==> config.mk <==
export PLATFORM = sky130hd
export DESIGN_NAME = qbi_link
export DESIGN_NICKNAME = d
export VERILOG_FILES = /design/src/rtl/qbi_pkg.sv /design/src/rtl/qbi_grp_enc.sv /design/src/rtl/qbi_tx.sv /design/src/rtl/qbi_rx.sv /design/src/rtl/qbi_link.sv
export SDC_FILE = /design/constraint.sdc
export NUM_CORES = 1
export LEC_CHECK = 0
export BUFFER_PORTS_ARGS = -buffer_cell sky130_fd_sc_hd__buf_4
export CAP_MARGIN = 10
export CORE_AREA = 2 2 259 261
export CTS_CLUSTER_DIAMETER = 80
export DETAILED_ROUTE_END_ITERATION = 16
export DIE_AREA = 0 0 261 263
export PLACE_DENSITY_LB_ADDON = 0.2
export RECOVER_POWER = 100
export SETUP_SLACK_MARGIN = 0.4
export SYNTH_ARGS = -nofsm -noshare
export SYNTH_HDL_FRONTEND = slang
export SYNTH_SLANG_ARGS = --single-unit
==> constraint.sdc <==
create_clock -name clk -period 6.2 [get_ports clk]
set_input_delay 0.93 -clock clk [delete_from_list [all_inputs] [get_ports clk]]
set_output_delay 0.93 -clock clk [all_outputs]
set_load 0.005 [all_outputs]
==> src/rtl/qbi_pkg.sv <==
// Shared sizing for the quad-pumped bus-inversion codec.
// Assumes the frame is always N_BEAT beats of N_GRP groups of GRP_W bits.
package qbi_pkg;
    localparam int QBI_GRP_W  = 16;
    localparam int QBI_N_GRP  = 4;
    localparam int QBI_N_BEAT = 4;
endpackage

==> src/rtl/qbi_grp_enc.sv <==
// Per-group inversion encoder. It counts the logical ones of one group
// (each would be an electrical low) and inverts when the count exceeds half.
// Assumes: purely combinational; the caller applies idle forcing.
module qbi_grp_enc #(
    parameter int GRP_W = qbi_pkg::QBI_GRP_W
) (
    input  logic [GRP_W-1:0] val,
    output logic [GRP_W-1:0] pins_n,
    output logic             inv_n
);
    localparam int CW = $clog2(GRP_W + 1);

    logic [CW-1:0] ones;
    logic          inv;

    // Count the bits that would be driven low, then take the majority decision.
    always_comb begin
        ones = '0;
        for (int i = 0; i < GRP_W; i++) begin
            ones = ones + CW'(val[i]);
        end
        inv    = (ones > CW'(GRP_W / 2));
        pins_n = inv ? val : ~val;
        inv_n  = ~inv;
    end
endmodule

==> src/rtl/qbi_tx.sv <==
// Transmit half: accepts a full frame per handshake and plays it out as
// N_BEAT beats, encoding every group of every beat on its own.
// Assumes: a new frame may be accepted during the final beat (no gap).
module qbi_tx #(
    parameter int GRP_W  = qbi_pkg::QBI_GRP_W,
    parameter int N_GRP  = qbi_pkg::QBI_N_GRP,
    parameter int N_BEAT = qbi_pkg::QBI_N_BEAT
) (
    input  logic                            clk,
    input  logic                            rst_n,
    input  logic                            tx_valid,
    output logic                            tx_ready,
    input  logic [N_BEAT*N_GRP*GRP_W-1:0]   tx_data,
    output logic [N_GRP*GRP_W-1:0]          bus_d_n,
    output logic [N_GRP-1:0]                bus_inv_n,
    output logic                            bus_vld
);
    localparam int BUS_W   = N_GRP * GRP_W;
    localparam int FRAME_W = BUS_W * N_BEAT;
    localparam int BW      = (N_BEAT > 1) ? $clog2(N_BEAT) : 1;

    logic               busy;
    logic [BW-1:0]      beat;
    logic [FRAME_W-1:0] payload;
    logic [BUS_W-1:0]   beat_val;
    logic               last_beat;

    // Select the current beat slice and work out the handshake.
    always_comb begin
        last_beat = (beat == BW'(N_BEAT - 1));
        tx_ready  = !busy || last_beat;
        beat_val  = payload[int'(beat)*BUS_W +: BUS_W];
    end

    // Frame register and beat counter.
    always_ff @(posedge clk) begin
        if (!rst_n) begin
            busy    <= 1'b0;
            beat    <= '0;
            payload <= '0;
        end else if (tx_valid && tx_ready) begin
            payload <= tx_data;
            beat    <= '0;
            busy    <= 1'b1;
        end else if (busy) begin
            beat <= beat + BW'(1);
            if (last_beat) begin
                busy <= 1'b0;
            end
        end
    end

    assign bus_vld = busy;

    for (genvar g = 0; g < N_GRP; g++) begin : g_enc
        logic [GRP_W-1:0] pins_n;
        logic             inv_n;

        qbi_grp_enc #(.GRP_W(GRP_W)) i_enc (
            .val    (beat_val[g*GRP_W +: GRP_W]),
            .pins_n (pins_n),
            .inv_n  (inv_n)
        );

        // Idle lanes float high (deasserted); active beats carry the encoding.
        assign bus_d_n[g*GRP_W +: GRP_W] = busy ? pins_n : '1;
        assign bus_inv_n[g]              = busy ? inv_n : 1'b1;
    end
endmodule

==> src/rtl/qbi_rx.sv <==
// Receive half: each group captures on its own strobe into its own beat
// slots, undoing inversion per flag; a pulse marks the frame complete.
// Assumes: group skew is less than one frame, so no group starts the next
// frame before all groups finish the current one.
module qbi_rx #(
    parameter int GRP_W  = qbi_pkg::QBI_GRP_W,
    parameter int N_GRP  = qbi_pkg::QBI_N_GRP,
    parameter int N_BEAT = qbi_pkg::QBI_N_BEAT
) (
    input  logic                            clk,
    input  logic                            rst_n,
    input  logic [N_GRP-1:0]                rx_strb_vld,
    input  logic [N_GRP*GRP_W-1:0]          rx_d_n,
    input  logic [N_GRP-1:0]                rx_inv_n,
    output logic                            rx_valid,
    output logic [N_BEAT*N_GRP*GRP_W-1:0]   rx_data
);
    localparam int BUS_W = N_GRP * GRP_W;
    localparam int BW    = (N_BEAT > 1) ? $clog2(N_BEAT) : 1;

    logic [N_GRP-1:0] fin;
    logic [N_GRP-1:0] done;
    logic             all_done;

    for (genvar g = 0; g < N_GRP; g++) begin : g_lane
        logic [BW-1:0]                 cnt;
        logic [N_BEAT-1:0][GRP_W-1:0]  slots;
        logic [GRP_W-1:0]              dec;

        // Restore the logical value: flag inactive means plain active-low.
        assign dec    = rx_inv_n[g] ? ~rx_d_n[g*GRP_W +: GRP_W] : rx_d_n[g*GRP_W +: GRP_W];
        assign fin[g] = rx_strb_vld[g] && (cnt == BW'(N_BEAT - 1));

        // Per-group beat counter and slot store.
        always_ff @(posedge clk) begin
            if (!rst_n) begin
                cnt   <= '0;
                slots <= '0;
            end else if (rx_strb_vld[g]) begin
                slots[cnt] <= dec;
                cnt        <= fin[g] ? '0 : cnt + BW'(1);
            end
        end

        for (genvar b = 0; b < N_BEAT; b++) begin : g_out
            assign rx_data[b*BUS_W + g*GRP_W +: GRP_W] = slots[b];
        end
    end

    assign all_done = &(done | fin);

    // Frame completion tracking across groups.
    always_ff @(posedge clk) begin
        if (!rst_n) begin
            done     <= '0;
            rx_valid <= 1'b0;
        end else if (all_done) begin
            done     <= '0;
            rx_valid <= 1'b1;
        end else begin
            done     <= done | fin;
            rx_valid <= 1'b0;
        end
    end
endmodule

==> src/rtl/qbi_link.sv <==
// Top of the quad-pumped bus-inversion codec: transmit encoder and receive
// decoder side by side, sharing one beat clock.
// Assumes: clk runs at N_BEAT times the bus clock; reset is synchronous.
module qbi_link #(
    parameter int GRP_W  = qbi_pkg::QBI_GRP_W,
    parameter int N_GRP  = qbi_pkg::QBI_N_GRP,
    parameter int N_BEAT = qbi_pkg::QBI_N_BEAT
) (
    input  logic                            clk,
    input  logic                            rst_n,
    input  logic                            tx_valid,
    output logic                            tx_ready,
    input  logic [N_BEAT*N_GRP*GRP_W-1:0]   tx_data,
    output logic [N_GRP*GRP_W-1:0]          bus_d_n,
    output logic [N_GRP-1:0]                bus_inv_n,
    output logic                            bus_vld,
    input  logic [N_GRP-1:0]                rx_strb_vld,
    input  logic [N_GRP*GRP_W-1:0]          rx_d_n,
    input  logic [N_GRP-1:0]                rx_inv_n,
    output logic                            rx_valid,
    output logic [N_BEAT*N_GRP*GRP_W-1:0]   rx_data
);
    qbi_tx #(.GRP_W(GRP_W), .N_GRP(N_GRP), .N_BEAT(N_BEAT)) i_tx (
        .clk       (clk),
        .rst_n     (rst_n),
        .tx_valid  (tx_valid),
        .tx_ready  (tx_ready),
        .tx_data   (tx_data),
        .bus_d_n   (bus_d_n),
        .bus_inv_n (bus_inv_n),
        .bus_vld   (bus_vld)
    );

    qbi_rx #(.GRP_W(GRP_W), .N_GRP(N_GRP), .N_BEAT(N_BEAT)) i_rx (
        .clk         (clk),
        .rst_n       (rst_n),
        .rx_strb_vld (rx_strb_vld),
        .rx_d_n      (rx_d_n),
        .rx_inv_n    (rx_inv_n),
        .rx_valid    (rx_valid),
        .rx_data     (rx_data)
    );
endmodule

After elaboration in Yosys (flattened, before gate mapping)
Index checks and enable logic that the tools add are counted.

storage, ports and cells
  input port bits = 331
  output and inout port bits = 327
  word-level logic and storage cells = 172
  register bits after elaboration = 528

operators by class
  equality and inequality tests = 5
  add/sub/neg operators = 65
  order comparisons = 12
  muxes and demuxes = 36
  shifts and indexed selects = 1
  reduce and logical (&&, ||, !) cells = 14
  bitwise logic cells = 14

operator list
  cell                                                  count
  bitwise mux 64 bit                                    4
  2-to-1 mux 16 bit                                     16
  indexed part select 256 x 9 -> 64 bit                 1
  adder 5 x 1 -> 5 bit                                  44
  demux 16 bit (select 2 bit)                           4
  NOT 16 bit                                            8
  adder 4 x 1 -> 5 bit                                  4
  > comparator 5 x 4 -> 1 bit (second input constant)   4
  adder 3 x 1 -> 4 bit                                  4
  adder 2 x 1 -> 3 bit                                  4
  < comparator 2 x 3 -> 1 bit (second input constant)   4
  adder 2 x 1 -> 2 bit (second input constant)          5
  == test 2 bit (second input constant)                 5
  logical AND 1 bit                                     9
  adder 1 x 1 -> 2 bit                                  4
  >= comparator 2 x 1 -> 1 bit (second input constant)  4
  2-to-1 mux 1 bit                                      8
  2-to-1 mux 2 bit                                      4
  NOT 1 bit                                             5
  OR 4 bit                                              1
  AND reduction 4 bit                                   1
  OR reduction 2 bit                                    2
  logical NOT 1 bit                                     1
  logical OR 1 bit                                      1

Depth between registers and ports, before layout
Gate-level depths: netlist (run 1).

  depth after elaboration = 19
  depth in mapped cells = 21
  mapped depth without buffers = 16

Modules after synthesis
A second synthesis (run 1) with hierarchy kept.

unflattened totals
  cells, all modules = 2574
  area total of the unflattened synthesis = 25543.2 sq um

modules (own cells, without submodules)
  module                             times used  cells each  area an instance (sq um)  sequential area each (sq um)
  qbi_tx                             1           1280        12328.1                   5185.0
  qbi_rx                             1           1022        10785.3                   5385.2
  qbi_grp_enc (i_tx.g_enc[1].i_enc)  1           68          659.4                     0.0
  qbi_grp_enc (i_tx.g_enc[0].i_enc)  1           67          594.3                     0.0
  qbi_grp_enc (i_tx.g_enc[2].i_enc)  1           68          589.3                     0.0
  qbi_grp_enc (i_tx.g_enc[3].i_enc)  1           69          586.8                     0.0

Worst setup path after synthesis (run 1)
No wires, ideal clock.

  kind = register -> output
  from = register i_tx.beat[0]
  to = output port bus_d_n[10]
  arrival = 5.128 ns
  path slack = 0.142 ns
  stages on the path, launching flop included = 20
  path through = dfxtp_1 > buf_6 > buf_6 > mux4_2 > inv_2 > fa_1 > fa_1 > inv_1 > fa_1 > inv_1 > fa_1 > inv_1 > ha_1 > inv_1 > fa_1 > nor2b_1 > a22oi_1 > o22ai_4 > buf_6 > mux2_2

on the way
  longest elaborated chain between the ends = 19
  elaborated cells between the ends (all ways) = 20
  classes of those cells = 15 x add/sub; 1 x order compare; 1 x shift; 2 x mux; 1 x bitwise

ends and longest elaborated chain
  what                                       line               text
  from (decl)                                qbi_tx.sv:23       logic [BW-1:0] beat;
  from (signal assigned)                     qbi_tx.sv:46       beat <= beat + BW'(1);
  indexed part select 256 x 9 -> 64 bit (*)  qbi_tx.sv:32       beat_val = payload[int'(beat)*BUS_W +: BUS_W];
  adder 1 x 1 -> 2 bit                       qbi_grp_enc.sv:20  ones = ones + CW'(val[i]);
  adder 2 x 1 -> 3 bit                       qbi_grp_enc.sv:20
  adder 3 x 1 -> 4 bit                       qbi_grp_enc.sv:20
  adder 4 x 1 -> 5 bit                       qbi_grp_enc.sv:20
  adder 5 x 1 -> 5 bit (11 in series)        qbi_grp_enc.sv:20
  > comparator 5 x 4 -> 1 bit                qbi_grp_enc.sv:22  inv = (ones > CW'(GRP_W / 2));
  2-to-1 mux 16 bit (*)                      qbi_grp_enc.sv:23  pins_n = inv ? val : ~val;
  2-to-1 mux 16 bit (*)                      qbi_tx.sv:66       assign bus_d_n[g*GRP_W +: GRP_W] = busy ? pins_n : '1;
  to (decl)                                  qbi_link.sv:14     output logic [N_GRP*GRP_W-1:0] bus_d_n,

Every way passes the cells marked *; elsewhere a longest branch is shown, timed or not.

Final worst setup path (run 1)
  from = register i_tx.beat[0]
  to = output port bus_d_n[29]

Same word-level chain as after synthesis.

==> flow_summary.json, run 1 <==
{
  "clkSlewWorstSetupHoldPaths_ps": 60,
  "power_frac_clock_pct": 38.7,
  "drive_gt1_share_pct": 26.58,
  "start_util_pct": 37.48,
  "max_freq_mhz": 146.8,
  "synth_top_area_share_pct": 42.97,
  "endpoint_kind": "primary output",
  "fp.dieW_um": 261,
  "grt_overflow": 0,
  "first_iter_violations": 1279,
  "status": "finished, violations left",
  "grt_start_max_net_pins": 198,
  "cts_made_buffers": 58,
  "critical_path.cell_chain": "buf_12 > buf_12 > mux4_2 > inv_2 > fa_1 > fa_1 > inv_2 > fa_1 > inv_1 > fa_1 > inv_1 > ha_2 > inv_2 > fa_1 > a32o_1 > o31a_1 > buf_6 > clkbuf_16 > mux2_4 > buf_6",
  "h-tree-depth": 2,
  "clk_latency_ps": 600,
  "crit_end": "bus_d_n[29]",
  "fin_tns_setup_ps": -36170,
  "timing.rr.end": "i_tx.payload[202]",
  "grt_pass1_wl_um": 124000,
  "cts_buffer_depth": 3,
  "yosys-top-cells-count": "nand2_1 (892), dfxtp_1 (528), a21boi_0 (255)",
  "ios": 658,
  "fin_util_pct": 49.22,
  "crit_family": "adder cells",
  "vdd_drop_max_uv": 203.2,
  "yosysUniqueCellTypes": 42,
  "placementRows": 94,
  "relSlewSlack_pct": -205.1,
  "violations": "max-capacitance violations, max-slew violations, negative setup slack",
  "crit_type": "reg2out",
  "synth-seq-area-share_pct": 42.97,
  "area_delta_synth_final_pct": 31.32,
  "netlist_area_um2": 24600,
  "synth_top_cell_by_area": "dfxtp_1",
  "coreArea_um2": 65630,
  "synthCells": 2648,
  "worst_hold_slack_ps": 452.4,
  "synth-seq-cells": 528,
  "wl_per_cell_um": 20.24,
  "dpl.hpwl_um": 62490,
  "worstPathArrival_ps": 5880,
  "cts-root-buf": "clkbuf_16",
  "worst_pin_slew_ps": 4577,
  "die_h_um": 263,
  "gp_congestion": 0.9188,
  "die_area_um2": 68640,
  "track_usage_pct": 23.28,
  "rr_startpoint": "i_tx.beat[0]",
  "worst_slack_ps": -612.0,
  "hold_viol": 0,
  "synthArstFlopShare_pct": 0,
  "power.density_nw_per_um2": 277.7,
  "layout_min_cycle_time_ps": 6812,
  "nFillCells": 6358,
  "comb_power_share_pct": 19.9,
  "p_seq_share_pct": 41.4,
  "slowest_stage": "fa_1",
  "maxCapViolCount": 2,
  "ant_nets": 0,
  "slew_violations": 217,
  "grt_pass1_vias": 20960,
  "synth_edf_count": 0,
  "synth_fp_nets": 3056,
  "cp-startpoint": "i_tx.beat[0]",
  "rrSetupSlack_ps": 2980,
  "switching_share_pct": 27.42,
  "hold_buffers": 0,
  "final_net_count": 3627,
  "avgSynthCellArea_um2": 9.290,
  "synthFlopType": "dfxtp_1",
  "startpoint_type": "flop",
  "cts_tree": "yes",
  "switchingPower_w": 0.002460,
  "ff2ff_path_depth": 8,
  "path_depth": 20,
  "setup_viol": 68,
  "whs_path_depth": 2,
  "internal_power_w": 0.006512,
  "finClkSkew_ps": 15.18,
  "cpMostUsedCell": "fa_1",
  "vias": 20950,
  "viasPerCell": 5.078,
  "fin_crit_sh_pct": 109.9,
  "critical-path-max-stage-delay_ps": 530,
  "required_ps": 5270,
  "pre_cts_ws_ps": -227.2,
  "first_pass_iters": 6,
  "yosys-top-cells-area": "dfxtp_1 (43%), nand2_1 (14%), o211a_1 (9.8%), a21boi_0 (7.8%), mux4_2 (5.9%)",
  "yosysWarnings": 0,
  "cts_sinks": 528,
  "min_path_type": "reg2reg",
  "yosysMostFrequentCell": "nand2_1",
  "routed_wl_um": 83520,
  "crit_buf_inv": 10,
  "post-route-drc-count": 0,
  "portBuffers": 657,
  "crit_path_max_fanout": 8,
  "antenna_found_initial": 13,
  "p_leak_nw": 15.72,
  "rsz0062_at_grt": "true"
}
## area by class of cell
type                    instances  area, um2  share of cell area (%)
diodes                          4      10.01                 0.03099
clock buffers                  85       1673                   5.179
clock inverters                14      234.0                  0.7243
inverters                     122      457.9                   1.418
multi-input cells            1780      12850                   39.79
flip-flops and latches        528      10580                   32.76
well taps                     864       1081                   3.347
repair buffers                729       5413                   16.76
## worst min-delay path by stage
stage	end	start	slack, ps
global route	i_rx.rx_data[250]	i_rx.rx_data[250]	470
CTS	i_rx.rx_data[250]	i_rx.rx_data[250]	460
finish	i_rx.rx_data[250]	i_rx.rx_data[250]	450
floorplan	i_tx.payload[103]	i_tx.payload[103]	430
detailed placement	i_rx.rx_data[250]	i_rx.rx_data[250]	450
global placement	i_rx.rx_data[255]	i_rx.rx_data[255]	440
## power by group through the flow
stage          Sequential, W  Combinational [W]  Clock (W)
3_5_place_dp         0.00379            0.00173          0
6_report             0.00372            0.00178    0.00347
4_1_cts              0.00372            0.00178    0.00356
5_1_grt              0.00374            0.00197    0.00368
3_3_place_gp         0.00379            0.00167          0
2_1_floorplan        0.00376            0.00107          0
## kinds of logic after synthesis
kind of cell,Yosys count,share of synthesized area (%)
AND/OR/NAND/NOR,961,15.29
AO/OA/AOI/OAI,539,18.93
flip-flops,528,42.97
buffers and inverters,340,5.915
multiplexers,134,9.308
adder cells (fa/ha/maj),77,5.137
XOR/XNOR,69,2.457
## metal layers
metal / share of wire [%] / GRT usage (%) / vias up / wire length (um)
met3: 8.5 / 6.836 / 141 / 7106
met1: 41 / 29.30 / 10140 / 34380
met4: 2.7 / 6.588 / 14 / 2220
met5: 0.12 / 0 / - / 97
met2: 48 / 38.59 / 698 / 39710
li1: - / - / 9960 / -
## cells in the final DEF, fill, tap and decap left out, drive strengths merged, types with 2 or more instances in the layout
cell type | netlist | layout
ha | 37 | 37
inv | 122 | 125
o211a | 240 | 240
clkinvlp | 0 | 2
fa | 40 | 40
a21o | 3 | 3
o22ai | 4 | 4
xnor2 | 65 | 65
clkinv | 0 | 4
mux4 | 64 | 64
a221oi | 3 | 3
buf | 66 | 461
and2 | 21 | 21
nand3b | 6 | 6
nor2 | 12 | 12
xor2 | 4 | 4
diode | 0 | 4
nand2 | 892 | 892
o21ai | 19 | 19
clkbuf | 152 | 352
bufinv | 0 | 5
nor2b | 8 | 8
nand2b | 15 | 15
a21boi | 258 | 258
nand3 | 4 | 4
a22oi | 3 | 3
mux2 | 64 | 64
mux2i | 6 | 6
a21oi | 6 | 6
dfxtp | 528 | 528
## flip-flops by register name, summed over array words and instances, names as in the netlist
| name | flops |
|---|---|
| i_rx.g_lane.cnt | 8 |
| i_tx.bus_vld | 1 |
| i_rx.done | 4 |
| i_tx.beat | 2 |
| i_tx.payload | 256 |
| i_rx.rx_data | 256 |
| i_rx.rx_valid | 1 |
## worst min-delay path, delay by kind of cell, from the launching register on
family / cells / cell delay (ps)
DFF: 1 / 320
and+or+nand+nor: 1 / 40
AOI/OAI and AO/OA: 1 / 60
## metrics by stage
step	total power, W	instance area [um2]	cells
detailed placement	0.005527	30160	3987
finish	0.008972	32300	4126
floorplan	0.004835	24780	2648
global placement	0.005454	30160	3987
CTS	0.009059	32370	4099
global route	0.009386	32300	4125
## repair_timing
| item | in CTS | in global routing |
|---|---|---|
| setup buffers | 13 | 15 |
| endpoints found under the setup margin | 68 | 68 |
| resized for setup | 47 | 55 |
| cloned | 0 | 6 |
| pin swaps | 3 | 16 |
No activity file was read; power rests on OpenSTA's default activity.
==> run 2: changes to the inputs <==
- RECOVER_POWER: 100 -> 50
==> run 2 against run 1 <==
Effect of this change: the run still ends with max-capacitance violations, max-slew violations, negative setup slack left; largest power group unchanged; clock skew up 1.0 ps; first-iteration DRC count fell by 2.0%; via count about the same; non-clock buffer count is the same; global-route usage is the same; final area hardly changed.
==> flow_summary.json, run 2 (synthesized netlist as in run 1, its figures left out) <==
{
  "cts-root-buf": "clkbuf_16",
  "worstPathArrival_ps": 5880,
  "post-route-drc-count": 0,
  "first_iter_violations": 1253,
  "h-tree-depth": 2,
  "start_util_pct": 37.48,
  "fp.dieW_um": 261,
  "cpMostUsedCell": "fa_1",
  "finClkSkew_ps": 16.21,
  "coreArea_um2": 65630,
  "required_ps": 5270,
  "placed_area_um2": 30160,
  "cts_tree": "yes",
  "area_delta_synth_final_pct": 31.33,
  "crit_path_max_fanout": 8,
  "total_power_w": 0.008970,
  "grt_overflow": 0,
  "grt_pass1_vias": 20960,
  "grt_pass1_wl_um": 124000,
  "hold_viol": 0,
  "pre_cts_ws_ps": -227.2,
  "maxCapViolCount": 1,
  "clkSlewWorstSetupHoldPaths_ps": 60,
  "startpoint_type": "flop",
  "vdd_drop_max_uv": 203.2,
  "wl_per_cell_um": 20.23,
  "layout_commonest_cell": "nand2_1",
  "grt_start_max_net_pins": 198,
  "setup_viol": 68,
  "slew_violations": 143,
  "portBuffers": 657,
  "antenna_found_initial": 13,
  "fin_area_um2": 32310,
  "drive_gt1_share_pct": 26.61,
  "crit_type": "reg2out",
  "clk_latency_ps": 600,
  "cts_made_buffers": 58,
  "endpoint_kind": "primary output",
  "dpl.hpwl_um": 62490,
  "viasPerCell": 5.079,
  "first_pass_iters": 5,
  "max_freq_mhz": 146.8,
  "cts_sinks": 528,
  "worst_slack_ps": -613.0,
  "layout_min_cycle_time_ps": 6813,
  "critical_path.cell_chain": "buf_12 > buf_12 > mux4_2 > inv_2 > fa_1 > fa_1 > inv_2 > fa_1 > inv_1 > fa_1 > inv_1 > ha_2 > inv_2 > fa_1 > a32o_1 > o31a_1 > buf_6 > clkbuf_16 > mux2_4 > buf_6",
  "min_path_type": "reg2reg",
  "status": "finished, violations left",
  "hold_buffers": 0,
  "mostFrequentLayoutCells": "nand2_1 (891), dfxtp_1 (525), buf_4 (395)",
  "relSlewSlack_pct": -206.8,
  "slowest_stage": "fa_1",
  "routed_wl_um": 83490,
  "violations": "max-capacitance violations, max-slew violations, negative setup slack",
  "die_h_um": 263,
  "track_usage_pct": 23.28,
  "power.density_nw_per_um2": 277.6,
  "placementRows": 94,
  "cts_buffer_depth": 3,
  "p_leak_nw": 15.73,
  "ant_nets": 0,
  "gp_congestion": 0.9188,
  "instances_no_fill": 4126,
  "die_area_um2": 68640,
  "vias": 20960,
  "worst_pin_slew_ps": 4602,
  "ios": 658,
  "fin_crit_sh_pct": 109.9,
  "rsz0062_at_grt": "true",
  "placed_cells": 3987,
  "critical-path-max-stage-delay_ps": 530,
  "final_net_count": 3627
}
==> run 2: changes by cell type in the layout (fill, tap and decap cells not counted), sizes merged <==
cell,previous run,this run
clkbuf,352,350
buf,461,463
==> run 2: critical path, delay by kind of cell, from the launching register on <==
kind | cells | cell delay (ps)
adders and majority gates | 6 | 2570
buffers and inverters | 10 | 950
DFF | 1 | 400
AOI/OAI and AO/OA | 2 | 500
muxes | 2 | 820
==> run 2: path summary, 6_finish.rpt <==
check                          from           endpoint  slack, ps  depth (start not counted)
setup / recovery       i_tx.beat[0]        bus_d_n[29]       -610                         20
setup reg to reg       i_tx.beat[0]  i_tx.payload[202]       2990                          8
hold reg to reg   i_rx.rx_data[250]  i_rx.rx_data[250]        450                          2
hold / removal    i_rx.rx_data[250]  i_rx.rx_data[250]        450                          2
==> run 2: area by class of cell <==
| cell class | instances | area, um2 |
|---|---|---|
| sequential | 528 | 10580 |
| fill | 6356 | 33320 |
| timing repair buffer | 729 | 5416 |
| tap | 864 | 1081 |
| multi-input combinational | 1780 | 12850 |
| clock buffer | 85 | 1673 |
| inverter | 122 | 457.9 |
| clock inverter | 14 | 234.0 |
| antenna | 4 | 10.01 |
==> run 2: layer usage <==
metal,wire length [um],track usage (%)
met4,2161,6.588
met1,34450,29.30
met2,39760,38.59
met5,97,0
met3,7022,6.836
==> run 2: power by group <==
part           switching [W]  internal, W
sequential          0.000123      0.00360
combinational       0.000933     0.000846
clock                0.00140      0.00207
total                0.00246      0.00651
==> run 2: timing repair <==
action                                  CTS  global route
endpoints found under the setup margin   68            68
setup buffers                            13            15
pin swaps                                 3            16
resized for setup                        47            55
cloned                                    0             6
==> run 2: per-stage QoR <==
step | setup TNS (ps) | hold slack (ps) | utilization, %
floorplan | 0 | 432.1 | -
global placement | -1464 | 439.4 | 45.95
detailed placement | -5876 | 446.0 | 45.95
CTS | -36540 | 459.4 | 49.32
global route | -49690 | 474.0 | 49.22
finish | -36060 | 453.0 | 49.23
==> run 3: changes to the inputs <==
- SETUP_SLACK_MARGIN: 0.4 -> unset
==> run 3 against run 2 <==
Effect of this change: the flow still finishes with violations (max-capacitance violations, max-slew violations, negative setup slack); wire length grew 1.1%; combinational power grew 2%; critical path depth is the same; final area grew 1.8%; critical endpoint is now bus_d_n[10].
==> flow_summary.json, run 3 (synthesized netlist as in run 1, its figures left out) <==
{
  "routed_wl_um": 84430,
  "final_net_count": 3650,
  "startpoint_type": "flop",
  "die_area_um2": 68640,
  "track_usage_pct": 23.70,
  "cts_made_buffers": 60,
  "status": "finished, violations left",
  "placed_area_um2": 30160,
  "crit_path_max_fanout": 8,
  "vdd_drop_max_uv": 200.4,
  "endpoint_kind": "primary output",
  "area_delta_synth_final_pct": 33.71,
  "whs_path_depth": 2,
  "total_power_w": 0.009257,
  "power_frac_clock_pct": 40.2,
  "worst_pin_slew_ps": 3329,
  "gp_congestion": 0.9265,
  "cts_tree": "yes",
  "slew_violations": 394,
  "antenna_found_initial": 20,
  "crit_family": "adder cells",
  "fin_crit_sh_pct": 111.3,
  "critical_path.cell_chain": "buf_12 > buf_12 > mux4_2 > inv_2 > fa_1 > fa_1 > inv_1 > fa_1 > inv_1 > fa_1 > inv_1 > ha_2 > inv_2 > fa_2 > nor2b_4 > a22oi_2 > o22ai_4 > clkbuf_16 > mux2_4 > buf_6",
  "start_util_pct": 37.48,
  "switching_share_pct": 27.30,
  "dpl.hpwl_um": 62750,
  "first_pass_iters": 5,
  "placementRows": 94,
  "worstPathArrival_ps": 5970,
  "post-route-drc-count": 0,
  "hold_viol": 0,
  "setup_viol": 68,
  "clk_latency_ps": 600,
  "cts_buffer_depth": 3,
  "coreArea_um2": 65630,
  "p_leak_nw": 16.11,
  "hold_buffers": 0,
  "wl_per_cell_um": 20.29,
  "worst_hold_slack_ps": 452.5,
  "layout_commonest_cell": "nand2_1",
  "vias": 21090,
  "min_path_type": "reg2reg",
  "finClkSkew_ps": 18.90,
  "ant_nets": 0,
  "instances_no_fill": 4160,
  "die_h_um": 263,
  "p_seq_share_pct": 40.1,
  "layout_min_cycle_time_ps": 6898,
  "violations": "max-capacitance violations, max-slew violations, negative setup slack",
  "cpMostUsedCell": "fa_1",
  "grt_pass1_wl_um": 126100,
  "drive_gt1_share_pct": 28.28,
  "viasPerCell": 5.069,
  "grt_overflow": 0,
  "power.density_nw_per_um2": 281.4,
  "relSlewSlack_pct": -121.9,
  "clkSlewWorstSetupHoldPaths_ps": 60,
  "grt_start_max_net_pins": 199,
  "nFillCells": 6225,
  "fp.dieW_um": 261,
  "mostFrequentLayoutCells": "nand2_1 (891), dfxtp_1 (525), buf_4 (438)",
  "ios": 658,
  "fin_area_um2": 32890,
  "internal_power_w": 0.006730,
  "crit_type": "reg2out",
  "placed_cells": 3995,
  "ff2ff_path_depth": 9,
  "h-tree-depth": 2,
  "required_ps": 5270,
  "cts_sinks": 528,
  "maxCapViolCount": 3,
  "first_iter_violations": 1164,
  "grt_pass1_vias": 21120,
  "max_freq_mhz": 145.0,
  "cts-root-buf": "clkbuf_16",
  "path_depth": 20,
  "critical-path-max-stage-delay_ps": 540,
  "comb_power_share_pct": 19.7,
  "switchingPower_w": 0.002527,
  "portBuffers": 657,
  "crit_buf_inv": 9,
  "slowest_stage": "fa_1",
  "worst_slack_ps": -698.1,
  "rrSetupSlack_ps": 3090,
  "fin_util_pct": 50.12,
  "rsz0062_at_grt": "true"
}
[run 3: power groups by stage]
stage,Sequential [W],Clock (W),Combinational (W)
floorplan,0.00376,0,0.000997
global placement,0.00378,0,0.00161
detailed placement,0.00379,0,0.00167
CTS,0.00372,0.00380,0.00176
global route,0.00374,0.00395,0.00201
finish,0.00372,0.00372,0.00182
[run 3: cell type report]
| type | instances | area (um2) | area share, % |
|---|---|---|---|
| multi-input cells | 1780 | 12870 | 39.12 |
| flip-flops and latches | 528 | 10580 | 32.17 |
| repair buffers | 750 | 5814 | 17.68 |
| clock buffers | 81 | 1703 | 5.177 |
| well taps | 864 | 1081 | 3.287 |
| inverters | 122 | 457.9 | 1.392 |
| clock inverters | 28 | 370.4 | 1.126 |
| diodes | 7 | 17.52 | 0.05325 |
[run 3: repair_timing]
action | in CTS | in global routing
pin swaps | 3 | 32
gates resized for setup | 56 | 97
cloned | 2 | 8
setup endpoints to repair | 68 | 68
setup buffers | 17 | 23
[run 3: worst min-delay path, cell delays in order (launching register included)]
cell	delay (ps)
dfxtp_1	330
nand2_1	40
o21ai_0	50
[run 3: through the flow]
step | TNS, ps | setup WS, ps
global route | -57130 | -912.6
finish | -43270 | -698.1
global placement | -2943 | -158.9
floorplan | 0 | 142.2
CTS | -45690 | -730.4
detailed placement | -8586 | -222.9
[run 3: metal layers]
layer / vias to the layer above / track usage, % / share of wire [%] / wire length, um
met3: 177 / 7.462 / 8.7 / 7382
li1: 10020 / - / - / -
met1: 10180 / 29.43 / 40 / 34190
met5: - / 0 / 0.19 / 158
met4: 24 / 8.185 / 3.7 / 3092
met2: 688 / 38.66 / 47 / 39600
[run 3: path summary, 6_finish.rpt]
check | endpoint | start
worst max-delay path | bus_d_n[10] | i_tx.beat[0]
worst min-delay path | i_rx.rx_data[241] | i_rx.rx_data[241]
worst max register to register | i_tx.payload[140] | i_tx.beat[0]
worst min register to register | i_rx.rx_data[241] | i_rx.rx_data[241]
